## src/rtl/i2c10_pkg.sv

```systemverilog
package i2c10_pkg;
  localparam int unsigned BYTE_W   = 8;
  localparam int unsigned ADDR_W   = 10;
  localparam int unsigned HI_W     = ADDR_W - BYTE_W;
  localparam int unsigned PREFIX_W = BYTE_W - 1 - HI_W;
  localparam logic [PREFIX_W-1:0] HDR_PREFIX = 5'b11110;

  typedef enum logic [2:0] {
    ST_IDLE = 3'd0,  // no start seen
    ST_HDR  = 3'd1,  // expecting header byte
    ST_LOW  = 3'd2,  // tentative, expecting low byte
    ST_SEL  = 3'd3,  // addressed, data phase
    ST_SKIP = 3'd4   // not for us, wait for start
  } mstate_e;

  typedef struct packed {
    logic hit;
    logic rd;
  } hdr_res_t;
endpackage

```

## src/rtl/i2c10_hdr_cmp.sv

```systemverilog
module i2c10_hdr_cmp
  import i2c10_pkg::*;
#(
  parameter int unsigned BW = BYTE_W,
  parameter int unsigned AW = ADDR_W,
  parameter int unsigned PW = PREFIX_W,
  parameter logic [PW-1:0] PREFIX = HDR_PREFIX
) (
  input  logic [BW-1:0] byte_i,
  input  logic [AW-1:0] own_addr_i,
  output hdr_res_t      res_o
);
  localparam int unsigned HW = AW - BW;

  logic [BW-2:0] pattern;
  assign pattern   = {PREFIX, own_addr_i[AW-1:BW]};
  assign res_o.hit = (byte_i[BW-1:1] == pattern);
  assign res_o.rd  = byte_i[0];

  logic unused_w;
  assign unused_w = ^HW;
endmodule

```

## src/rtl/i2c10_low_cmp.sv

```systemverilog
module i2c10_low_cmp #(
  parameter int unsigned BW = 8
) (
  input  logic [BW-1:0] byte_i,
  input  logic [BW-1:0] own_lo_i,
  output logic          hit_o
);
  logic [BW-1:0] eq;
  for (genvar i = 0; i < BW; i++) begin : g_bit
    assign eq[i] = ~(byte_i[i] ^ own_lo_i[i]);
  end
  assign hit_o = &eq;
endmodule

```

## src/rtl/i2c10_seq.sv

```systemverilog
module i2c10_seq
  import i2c10_pkg::*;
(
  input  logic     clk_i,
  input  logic     rst_ni,
  input  logic     start_i,
  input  logic     rstart_i,
  input  logic     stop_i,
  input  logic     byte_vld_i,
  input  hdr_res_t hdr_i,
  input  logic     low_hit_i,
  output logic     ack_o,
  output logic     addressed_o,
  output logic     slave_tx_o,
  output logic     irq_o,
  output logic     irq_first_o
);
  mstate_e st_q, st_d;
  logic    sel_q, sel_d;
  logic    tx_q, tx_d;
  logic    was_q, was_d;
  logic    ack_d, first_d;

  always_comb begin
    st_d    = st_q;
    sel_d   = sel_q;
    tx_d    = tx_q;
    was_d   = was_q;
    ack_d   = 1'b0;
    first_d = 1'b0;
    if (stop_i) begin
      st_d  = ST_IDLE;
      sel_d = 1'b0;
      tx_d  = 1'b0;
      was_d = 1'b0;
    end else if (start_i) begin
      st_d  = ST_HDR;
      sel_d = 1'b0;
      tx_d  = 1'b0;
      was_d = 1'b0;
    end else if (rstart_i) begin
      // selection stays visible until the next address byte decides
      st_d  = ST_HDR;
      was_d = sel_q;
    end else if (byte_vld_i) begin
      unique case (st_q)
        ST_HDR: begin
          was_d = 1'b0;
          if (hdr_i.hit && !hdr_i.rd) begin
            ack_d   = 1'b1;
            first_d = 1'b1;
            st_d    = ST_LOW;
            sel_d   = 1'b0;
            tx_d    = 1'b0;
          end else if (hdr_i.hit && hdr_i.rd && was_q) begin
            ack_d = 1'b1;
            st_d  = ST_SEL;
            sel_d = 1'b1;
            tx_d  = 1'b1;
          end else begin
            st_d  = ST_SKIP;
            sel_d = 1'b0;
            tx_d  = 1'b0;
          end
        end
        ST_LOW: begin
          if (low_hit_i) begin
            ack_d = 1'b1;
            st_d  = ST_SEL;
            sel_d = 1'b1;
            tx_d  = 1'b0;
          end else begin
            st_d = ST_SKIP;
          end
        end
        default: ;
      endcase
    end
  end

  always_ff @(posedge clk_i or negedge rst_ni) begin
    if (!rst_ni) begin
      st_q        <= ST_IDLE;
      sel_q       <= 1'b0;
      tx_q        <= 1'b0;
      was_q       <= 1'b0;
      irq_o       <= 1'b0;
      irq_first_o <= 1'b0;
    end else begin
      st_q        <= st_d;
      sel_q       <= sel_d;
      tx_q        <= tx_d;
      was_q       <= was_d;
      irq_o       <= ack_d;
      irq_first_o <= first_d;
    end
  end

  assign ack_o       = ack_d;
  assign addressed_o = sel_q;
  assign slave_tx_o  = tx_q;
endmodule

```

## src/rtl/i2c10_addr_match.sv

```systemverilog
module i2c10_addr_match
  import i2c10_pkg::*;
#(
  parameter int unsigned BW = BYTE_W,
  parameter int unsigned AW = ADDR_W
) (
  input  logic          clk_i,
  input  logic          rst_ni,
  input  logic          start_i,
  input  logic          rstart_i,
  input  logic          stop_i,
  input  logic          byte_vld_i,
  input  logic [BW-1:0] byte_i,
  input  logic [AW-1:0] own_addr_i,
  output logic          ack_o,
  output logic          addressed_o,
  output logic          slave_tx_o,
  output logic          irq_o,
  output logic          irq_first_o
);
  localparam int unsigned PW = BW - 1 - (AW - BW);

  hdr_res_t hdr;
  logic     low_hit;

  i2c10_hdr_cmp #(.BW(BW), .AW(AW), .PW(PW), .PREFIX(HDR_PREFIX)) u_hdr (
    .byte_i    (byte_i),
    .own_addr_i(own_addr_i),
    .res_o     (hdr)
  );

  i2c10_low_cmp #(.BW(BW)) u_low (
    .byte_i  (byte_i),
    .own_lo_i(own_addr_i[BW-1:0]),
    .hit_o   (low_hit)
  );

  i2c10_seq u_seq (
    .clk_i      (clk_i),
    .rst_ni     (rst_ni),
    .start_i    (start_i),
    .rstart_i   (rstart_i),
    .stop_i     (stop_i),
    .byte_vld_i (byte_vld_i),
    .hdr_i      (hdr),
    .low_hit_i  (low_hit),
    .ack_o      (ack_o),
    .addressed_o(addressed_o),
    .slave_tx_o (slave_tx_o),
    .irq_o      (irq_o),
    .irq_first_o(irq_first_o)
  );
endmodule

```

## config.mk

```make
export PLATFORM = sky130hd
export DESIGN_NAME = i2c10_addr_match
export DESIGN_NICKNAME = d
export VERILOG_FILES = /design/src/rtl/i2c10_pkg.sv /design/src/rtl/i2c10_hdr_cmp.sv /design/src/rtl/i2c10_low_cmp.sv /design/src/rtl/i2c10_seq.sv /design/src/rtl/i2c10_addr_match.sv
export SDC_FILE = /design/constraint.sdc
export NUM_CORES = 1
export LEC_CHECK = 0
export ABC_AREA = 1
export BUFFER_PORTS_ARGS = -buffer_cell sky130_fd_sc_hd__buf_2
export CORE_MARGIN = 4
export CORE_UTILIZATION = 52
export CTS_CLUSTER_DIAMETER = 80
export DETAILED_ROUTE_END_ITERATION = 10
export GPL_TIMING_DRIVEN = 0
export PLACE_DENSITY = 0.93
export SYNTH_ARGS = -nofsm -noshare
export SYNTH_HDL_FRONTEND = slang
export SYNTH_SLANG_ARGS = --single-unit
```

## constraint.sdc

```tcl
create_clock -name clk_i -period 2.8 [get_ports clk_i]
set_input_delay 0.56 -clock clk_i [delete_from_list [all_inputs] [get_ports clk_i]]
set_output_delay 0.56 -clock clk_i [all_outputs]
set_load 0.005 [all_outputs]
```

==> results.txt, run 1 <==
- Share of the yosys chip area belonging to registers: 24.3%
- Element type at the critical path end: primary output
- The floorplan step defined a die boundary enclosing 0.00229 sq mm.
* Synth cell count leaders: sky130_fd_sc_hd__nand2_1 (48), sky130_fd_sc_hd__inv_1 (21), sky130_fd_sc_hd__nor2_1 (15), sky130_fd_sc_hd__nand3_1 (12), sky130_fd_sc_hd__dfrtp_1 (8)
* Floorplan row count: 14
- CTS built an H-tree with a depth of 1.
* Number of maximum-capacitance constraint violations: 0
- The worst pin sits at a relative slew slack of 74.1%.
* Count of port buffers added during placement: 28
- The first global-routing pass estimated 3030 um of wire.
- The tightest min-delay check is of the input port to async pin type.
- Growth of design area from synthesis to finish: 22.2%
- Required time of the critical path: ~2.2 ns
- The analysis attributes to cell leakage a power of 0.609 nW.
- Antenna cells: 0
- Dividing the detail-routed wire length by the instance count gives 10.1 um.
* Final setup skew: roughly 0.0059 ns
- For this run, design rule violations remaining after detail routing come to 0.
- Timing would allow up to 485 MHz.
- The total overflow left after global routing is 0.
* Setup repair after global routing missed its margin: no
- Clock tree root buffer cell: sky130_fd_sc_hd__clkbuf_4
- In the global route stage, overall resource usage came out at 18.4%.
- Synthesized instance count: 141
* Final hold viol count: 0
* Worst-margin pin slew: 0.384 ns
- Yosys top cell by area: sky130_fd_sc_hd__dfrtp_1
- Leading post-synthesis cells by cell area: sky130_fd_sc_hd__dfrtp_1 (24%), sky130_fd_sc_hd__nand2_1 (22%), sky130_fd_sc_hd__inv_1 (9.6%)
- The max-slew violation count was 0.
* CP max FO: 4
- CTS saw 8 sinks.
- Max IR drop VDD: between 0.0003 and 0.0004 V
- The finished cells cover 0.00101 sq mm.
* Mean instance size in the synthesized netlist: approximately 5.8 sq um
- Clock-pin transition on the worst setup and hold timing paths: 0.05 ns
* Power density cells: 290 mW/mm^2
- Clock network latency to the later pin of the worst-skew pair: 0.25 ns
* Arrival time reported for the critical path endpoint: 1.50 ns
- Tightest hold margin: 0.139 ns
* Min Clock Period, post-route: just over 2 ns
- The number of antenna violations at the first check in global routing was 0.
- Outcome: completed
* Total vias in the final route: 924
- Share of cells above drive strength 1: roughly a third
- Number of iterations in the first detailed-routing pass: 4
- Final critical-path share of the clock period: 73.7%
- The worst path meets setup with 0.738 ns of slack.
- After legalization and detailed placement, the total HPWL measured 1600 um.
- Most crowded layer after global routing: met2
- In this run the post-CTS setup repair buffer count came out at 0.
* Final setup violation count: 0
- Weighted congestion at the end of routability-driven global placement: between 0.8 and 0.9
- In this run, synthesis inferred 0 flip-flops with an integrated enable.
- Via count of the first global-routing pass: ~800
- Post-layout instance count excluding filler cells: 188
* Maximum number of pins on one net before global-route repair: 9
- For this configuration, the core starts out at a cell density of 54.7%.
* Area of the core: 0.00151 sq mm
- The top cell type by area accounts for 24.3% of the synthesized area.
* Synth Cell Area: 825 sq um
* Inst Count DP: 185
- Counting flops and latches in the post-synthesis netlist gives 8.
- The number of hold buffers added after CTS was 0.
- Summed over all layers, the routed wires come to 1890 um.
* Element type at the critical path start: flop
* Total negative slack: 0 ns
- Counting distinct cell types in the post-synthesis netlist gives 18.
* Number of resized instances in the post-cts repair step: 0
- Crit Path Category: flop to primary output
- Met2 global-route usage: 33.8%
* Count of nets left with antenna violations after detail routing: 0
- For this run, the post-layout net count is 198.
- TritonCTS built the clock tree.
- Main synth FF type: sky130_fd_sc_hd__dfrtp_1
- For this run, global-route usage on met3 was measured as under 10%.
* Met1 usage: 20.9%
- Synth async-reset ratio: 100%
* Top-level port count: 29
- Bufs on Longest Clock Path: 2
- Via density per instance: 4.91
- Total number of yosys warnings: 0
* Horiz. Die Dim: 47.8 um
- For this block, the initial DRC count from the detailed router was 27.
- Total clock buffers created by CTS: 3
- The floorplan step set the die height to 47.8 um.
- At the placement stage, the worst setup path has a slack of about 0.76 ns.
* Number of filler cells placed in the layout: roughly 120
* Most frequently used cell type in the post-synthesis netlist: sky130_fd_sc_hd__nand2_1
- Placed cell area: 985 sq um
- In this run the register-to-register setup slack is about 1.5 ns.
* Syn nets: ~170
-- where the power goes --
group	internal [mW]	switching [mW]	total, mW
registers	0.118	0.00204	0.120
logic	0.0335	0.0524	0.0860
clock network	0.0489	0.0373	0.0862
total	0.200	0.0918	0.292
-- cells in the final DEF (no fill, tap or decap) --
cell / n
sky130_fd_sc_hd__o2111ai_1: 1
sky130_fd_sc_hd__nor2_4: 2
sky130_fd_sc_hd__nor2_2: 5
sky130_fd_sc_hd__o21ai_0: 4
sky130_fd_sc_hd__nand3_2: 3
sky130_fd_sc_hd__nand2_1: 48
sky130_fd_sc_hd__inv_1: 21
sky130_fd_sc_hd__nor3_1: 2
sky130_fd_sc_hd__nor4b_1: 1
sky130_fd_sc_hd__a21oi_1: 1
sky130_fd_sc_hd__nand2_2: 6
sky130_fd_sc_hd__dfrtp_1: 8
sky130_fd_sc_hd__nand2_4: 1
sky130_fd_sc_hd__xnor2_1: 4
sky130_fd_sc_hd__buf_2: 28
sky130_fd_sc_hd__inv_2: 6
sky130_fd_sc_hd__clkbuf_4: 3
sky130_fd_sc_hd__nand3_1: 12
sky130_fd_sc_hd__nand4_1: 1
sky130_fd_sc_hd__nor2_1: 15
-- worst paths after layout --
check                      cells past startpoint             start                 to
setup / recovery                               6     u_seq.st_q[2]              ack_o
hold / removal                                 1            rst_ni      u_seq.st_q[0]
setup reg to reg                              10     u_seq.st_q[0]  u_seq.addressed_o
hold reg to reg                                2  u_seq.slave_tx_o   u_seq.slave_tx_o
max in group asynchronous                      1            rst_ni        u_seq.irq_o
min in group clk_i                             2  u_seq.slave_tx_o   u_seq.slave_tx_o
-- critical path, stage by stage (launching register included) --
cell                      delay, ns
sky130_fd_sc_hd__dfrtp_1       0.43
sky130_fd_sc_hd__inv_2         0.09
sky130_fd_sc_hd__nand3_1       0.14
sky130_fd_sc_hd__nor4b_1       0.29
sky130_fd_sc_hd__nand3_1       0.12
sky130_fd_sc_hd__nand2_1       0.09
sky130_fd_sc_hd__buf_2         0.11
-- kinds of logic after synthesis --
logic type             after synthesis  synth area share (%)
AND/OR/NAND/NOR                     96                  55.1
XOR/XNOR                             4                  4.25
buffers and inverters               27                  12.3
flip-flops                           8                  24.3
AO/OA/AOI/OAI                        6                  4.10
-- registers in the layout, summed over array words and instances (netlist names) --
signal,count
u_seq.was_q,1
u_seq.irq_first_o,1
u_seq.irq_o,1
u_seq.addressed_o,1
u_seq.slave_tx_o,1
u_seq.st_q,3
-- routing by layer --
| metal | vias up | routed length, um |
|---|---|---|
| li1 | 490 | - |
| met1 | 404 | 792 |
| met2 | 28 | 966 |
| met3 | 2 | 128 |
| met4 | 0 | 5 |
| met5 | - | 0 |
-- stage by stage --
stage / power [mW] / util, %
after CTS: 0.296 / 66.9
after detailed placement: 0.207 / 65.4
after global placement: 0.203 / 65.4
final: 0.292 / 66.9
after global routing: 0.314 / 66.9
after floorplan: 0.172 / -
-- final cells by class --
cell class / instances / area (sq um) / share of cell area [%]
Multi-Input combinational cell: 106 / 523 / 51.9
Sequential cell: 8 / 200 / 19.9
Clock buffer: 3 / 22.5 / 2.24
Inverter: 27 / 101 / 10.1
Tap cell: 16 / 20.0 / 1.99
Timing Repair Buffer: 28 / 140 / 13.9
No activity file was read; power rests on OpenSTA's default activity.
==> inputs of run 2 (changes only) <==
--- a/config.mk
+++ b/config.mk
@@ -5,14 +5,14 @@
 export SDC_FILE = /design/constraint.sdc
 export NUM_CORES = 1
 export LEC_CHECK = 0
-export ABC_AREA = 1
+export ABC_AREA = 0
 export BUFFER_PORTS_ARGS = -buffer_cell sky130_fd_sc_hd__buf_2
 export CORE_MARGIN = 4
-export CORE_UTILIZATION = 52
+export CORE_UTILIZATION = 42
 export CTS_CLUSTER_DIAMETER = 80
 export DETAILED_ROUTE_END_ITERATION = 10
 export GPL_TIMING_DRIVEN = 0
-export PLACE_DENSITY = 0.93
+export PLACE_DENSITY = 0.85
 export SYNTH_ARGS = -nofsm -noshare
 export SYNTH_HDL_FRONTEND = slang
 export SYNTH_SLANG_ARGS = --single-unit
==> constraint.sdc (replaced) <==
create_clock -name clk_i -period 2.05 [get_ports clk_i]
set_input_delay 0.41 -clock clk_i [delete_from_list [all_inputs] [get_ports clk_i]]
set_output_delay 0.41 -clock clk_i [all_outputs]
set_load 0.005 [all_outputs]
==> run 2 against run 1 <==
Against the previous run: the run now ends with negative setup slack left; sequential power rose by 36%; hold slack better by 0.24 ns; synthesized cell count down 60%; wire length shrank 20%; combinational power fell by 0.9%; critical path depth rose by 1; first-iteration DRC count shrank 78%; via count fell by 37%; area after synthesis decreased by 33%; non-clock buffer count is 9 higher; clock power increased by 31%.
==> results.txt, run 2 <==
* Largest reg by FF count: u_seq.st_q
- The area share of the leading cell type in the synthesized netlist is 36.2% (+12 points).
- Class of the tightest hold or removal check: input port to flop
- Syn nets: 80 (-52%)
- Overflow after GRT: 0 (unchanged)
- The setup path with the least slack is of type flop to flop.
- Synthesized instance count: 56 (-60%)
- Post-layout power: 362 uW (+24%)
- Max-slew violation total from the final report: 0 (unchanged)
- The detail-routed via count per cell was 5.28 (+7.5%).
- TritonCTS clock tree: done
* DRC violation count after routing: 0 (unchanged)
- The worst path in the final design needs a cycle of 2.20 ns, including I/O delays and setup.
* Total routed wirelength: 1520 um (-20%)
* Area of the die: 0.00196 sq mm (-14%)
* Share of power burned in combinational logic: 23.6% (-5.8 points)
* Maximum number of pins on one net before global-route repair: 9 (unchanged)
- Dominant combinational cell family by area after synthesis: simple AND/OR/NAND/NOR gates
* Clock network latency to the later pin of the worst-skew pair: 0.25 ns (about the same)
* Post-layout net count: 122 (-38%)
- The checks that failed: negative setup slack.
- Effective utilization at floorplan: 47.2% (-7.5 points)
- FF+latch area: 200 sq um (unchanged)
- Final setup violation count: 5 (+5)
* Leading post-synthesis cells by cell area: sky130_fd_sc_hd__dfrtp_1 (36%), sky130_fd_sc_hd__xnor2_1 (11%), sky130_fd_sc_hd__xor2_1 (6.3%)
- The worst slew slack as a fraction of its limit was 66.0% (-8.1 points).
- The placed instance area is 711 sq um (-28%).
* Static Leak: 0.400 nW (-34%)
- Static timing analysis puts the maximum clock frequency at 454 MHz.
- The synthesized flop and latch total is 8 (unchanged).
* Detail-routed net length per standard cell: 13.8 um (+37%)
- The cell-internal power was 272 uW (+36%).
- The total iterations of the first detailed-routing run was 4 (unchanged).
* Clock-pin transition on the worst setup and hold timing paths: 0.05 ns (about the same)
- The largest total area in the synthesized netlist belongs to sky130_fd_sc_hd__dfrtp_1.
* Sequential Power Share: 45.0% (+4.0 points)
* Setup repair after global routing missed its margin: yes
- The power spent charging and discharging nets is 90.0 uW (-1.9%).
- Synth async-reset ratio: 100% (unchanged)
* Post-layout instance count excluding filler cells: 110 (-41%)
* Mux cell area share after synthesis: 4.07% (+4.1 points)
- The count of warnings emitted by yosys came to 0 (unchanged).
* Final setup skew: 0.00154 ns (-0.00433 ns)
- Outcome: finished, violations left
- Least setup slack across all paths after layout: -0.154 ns (-0.891 ns)
- Compound-gate portion of the synthesized area: 15.4% (+11 points)
- Tightest hold margin: 0.375 ns (+0.236 ns)
- The worst setup path is captured at a flop.
- The number of antenna repair diodes was 0 (unchanged).
- Number of maximum-capacitance constraint violations: 0 (unchanged)
- Most common cell after layout, fill and taps aside: sky130_fd_sc_hd__buf_2
* Global-route wire length before repair: 2360 um (-22%)
* Leading cell types in the layout, fill and taps excluded: sky130_fd_sc_hd__buf_2 (28), sky130_fd_sc_hd__dfrtp_1 (8), sky130_fd_sc_hd__xnor2_1 (7), sky130_fd_sc_hd__buf_4 (7)
* Synth Area in Simple Gates: 26.2% (-29 points)
- The number of antenna violations at the first check in global routing came to 0 (unchanged).
- The cell area after technology mapping was 553 sq um (-33%).
- Xor/xnor cell area share of the yosys netlist: 17.4% (+13 points)
- Number of filler cells placed in the layout: 82 (-32%)
- Number of flip-flops under the largest register name: 3 (unchanged)
- The arithmetic-cell share of the synthesized area counting full adders, half adders and majority gates is 0% (unchanged).
* Main synth FF type: sky130_fd_sc_hd__dfrtp_1
- After layout, the worst path uses 107% of the clock period.
- Count of nets left with antenna violations after detail routing: 0 (unchanged)
- The last weighted congestion value of the routability-driven placer came to 0.776 (-11%).
- Arrival time reported for the critical path endpoint: 2.33 ns (+0.83 ns)
- By instance count, the leading cell after synthesis is sky130_fd_sc_hd__dfrtp_1.
- The number of endpoints with negative hold slack in the final report came to 0 (unchanged).
* Count of port buffers added during placement: 28 (unchanged)
* Max IR drop VDD: 0.000489 V (+61%)
- The top-level I/O count is 29 (unchanged).
- The number of H-tree levels was 1 (unchanged).
* Total vias in the final route: 581 (-37%)
- The unique cell type count in the Yosys netlist was 26 (+8).
- The clock share of power came to 31.4% (+1.9 points).
- CP max FO: 2 (-2)
- The via count of the first global-routing pass was 589 (-27%).
- Die height: 44.3 um (-7.4%)
- Multi-input gate area in the final layout: 374 sq um (-28%)
- The number of DRC markers after the initial detailed-route iteration was 6 (-78%).
- Design Area, Final: 832 sq um (-17%)
* Area of the core: 0.00117 sq mm (-22%)
- Growth of design area from synthesis to finish: 50.5%
- The areal power density over the cells was 435 mW/mm^2 (+50%).
* Share of the yosys chip area belonging to registers: 36.2% (+12 points)
- The worst-case clock buffer depth came to 2 (unchanged).
- Total clock buffers created by CTS: 3 (unchanged)
* Required time of the critical path: 2.18 ns (-0.06 ns)
- The number of enable flip-flop cells after synthesis came to 0 (unchanged).
- Inst Count DP: 98 (-47%)
- The worst-margin pin slew is 0.506 ns (+0.122 ns).
- Horiz. Die Dim: 44.3 um (-7.4%)
- After synthesis, the most frequently instantiated cells are sky130_fd_sc_hd__dfrtp_1 (8), sky130_fd_sc_hd__xnor2_1 (7), sky130_fd_sc_hd__nand2_1 (4), sky130_fd_sc_hd__nor2_1 (4), sky130_fd_sc_hd__xor2_1 (4).
* Share of cells above drive strength 1: 49.0% (+18 points)
- The switching power share of the total was 24.9% (-6.5 points).
- The overall global routing resource usage is 16.3% (-2.1 points).
- Floorplan row count: 12 (-2)
- Clock tree root buffer cell: sky130_fd_sc_hd__clkbuf_4
* Clk sinks: 8 (unchanged)
- Element type at the critical path start: flop
- Mean instance size in the synthesized netlist: 9.88 sq um (+69%)
- Detailed placer's ending HPWL: 1120 um (-30%)
run 2: changes by cell type in the layout (fill, tap and decap cells not counted), sizes merged, moves of 2 or more:
cell,change
buf,+8
nor2,-18
nand2,-51
xnor2,+3
xor2,+4
mux2,+2
inv,-26
nand3,-14
nor3b,+3
run 2: worst max-delay path, cell delays in order, from the launching register on:
cell and delay, ns:
sky130_fd_sc_hd__dfrtp_1 0.40, sky130_fd_sc_hd__nor3b_4 0.21, sky130_fd_sc_hd__nand4_1 0.12, sky130_fd_sc_hd__or4_4 0.55, sky130_fd_sc_hd__buf_4 0.16, sky130_fd_sc_hd__buf_6 0.11, sky130_fd_sc_hd__o221a_4 0.24, sky130_fd_sc_hd__mux2_1 0.30
run 2: cell type report:
type / count / share of cell area (%)
repair buffers: 37 / 25.7
multi-input cells: 47 / 45.0
clock buffers: 3 / 2.71
flip-flops and latches: 8 / 24.1
well taps: 14 / 2.11
inverters: 1 / 0.451
run 2: kinds of logic after synthesis:
logic type | after synthesis
and+or+nand+nor | 23
muxes | 2
buffers and inverters | 1
AOI/OAI and AO/OA | 11
xor gates and xnor gates | 11
DFF | 8
run 2: final timing paths:
kind                                  start  cells after the start  slack (ns)                 to
hold reg to reg            u_seq.slave_tx_o                      1        0.50   u_seq.slave_tx_o
max in group asynchronous            rst_ni                      2        1.36      u_seq.st_q[2]
setup reg to reg              u_seq.st_q[0]                      7       -0.15  u_seq.addressed_o
setup / recovery              u_seq.st_q[0]                      7       -0.15  u_seq.addressed_o
hold / removal                       stop_i                      2        0.38      u_seq.st_q[0]
min in group asynchronous            rst_ni                      2        0.53        u_seq.irq_o
run 2: metal layers:
| metal | wire length (um) | global-route usage [%] | vias to the layer above |
|---|---|---|---|
| met2 | 810 | 30.2 | 16 |
| li1 | - | - | 288 |
| met4 | 37 | 4.22 | 0 |
| met5 | 0 | 0 | - |
| met3 | 86 | 8.54 | 4 |
| met1 | 582 | 15.6 | 273 |
run 2: power by group through the flow:
stage | sequential (mW) | clock, mW | combinational, mW
2_1_floorplan | 0.166 | 0 | 0.0362
3_3_place_gp | 0.166 | 0 | 0.0726
3_5_place_dp | 0.166 | 0 | 0.0744
4_1_cts | 0.163 | 0.119 | 0.0813
5_1_grt | 0.163 | 0.131 | 0.0938
6_report | 0.163 | 0.113 | 0.0852
run 2: what timing repair did:
action                                 CTS  global route
pin swaps                                2             0
buffers inserted                         4             4
setup endpoints to repair                3             3
endpoints found under the hold margin    8             0
hold buffers                             1             0
resized for setup                        2             4
run 2: metrics by stage:
step,setup TNS [ns],setup WS [ns],utilization [%]
after detailed placement,-0.232,-0.167,60.7
final,-0.470,-0.154,71.0
after CTS,-0.233,-0.152,66.9
after global routing,-0.764,-0.236,71.0
after floorplan,0,0.0758,-
after global placement,-0.104,-0.0803,60.7
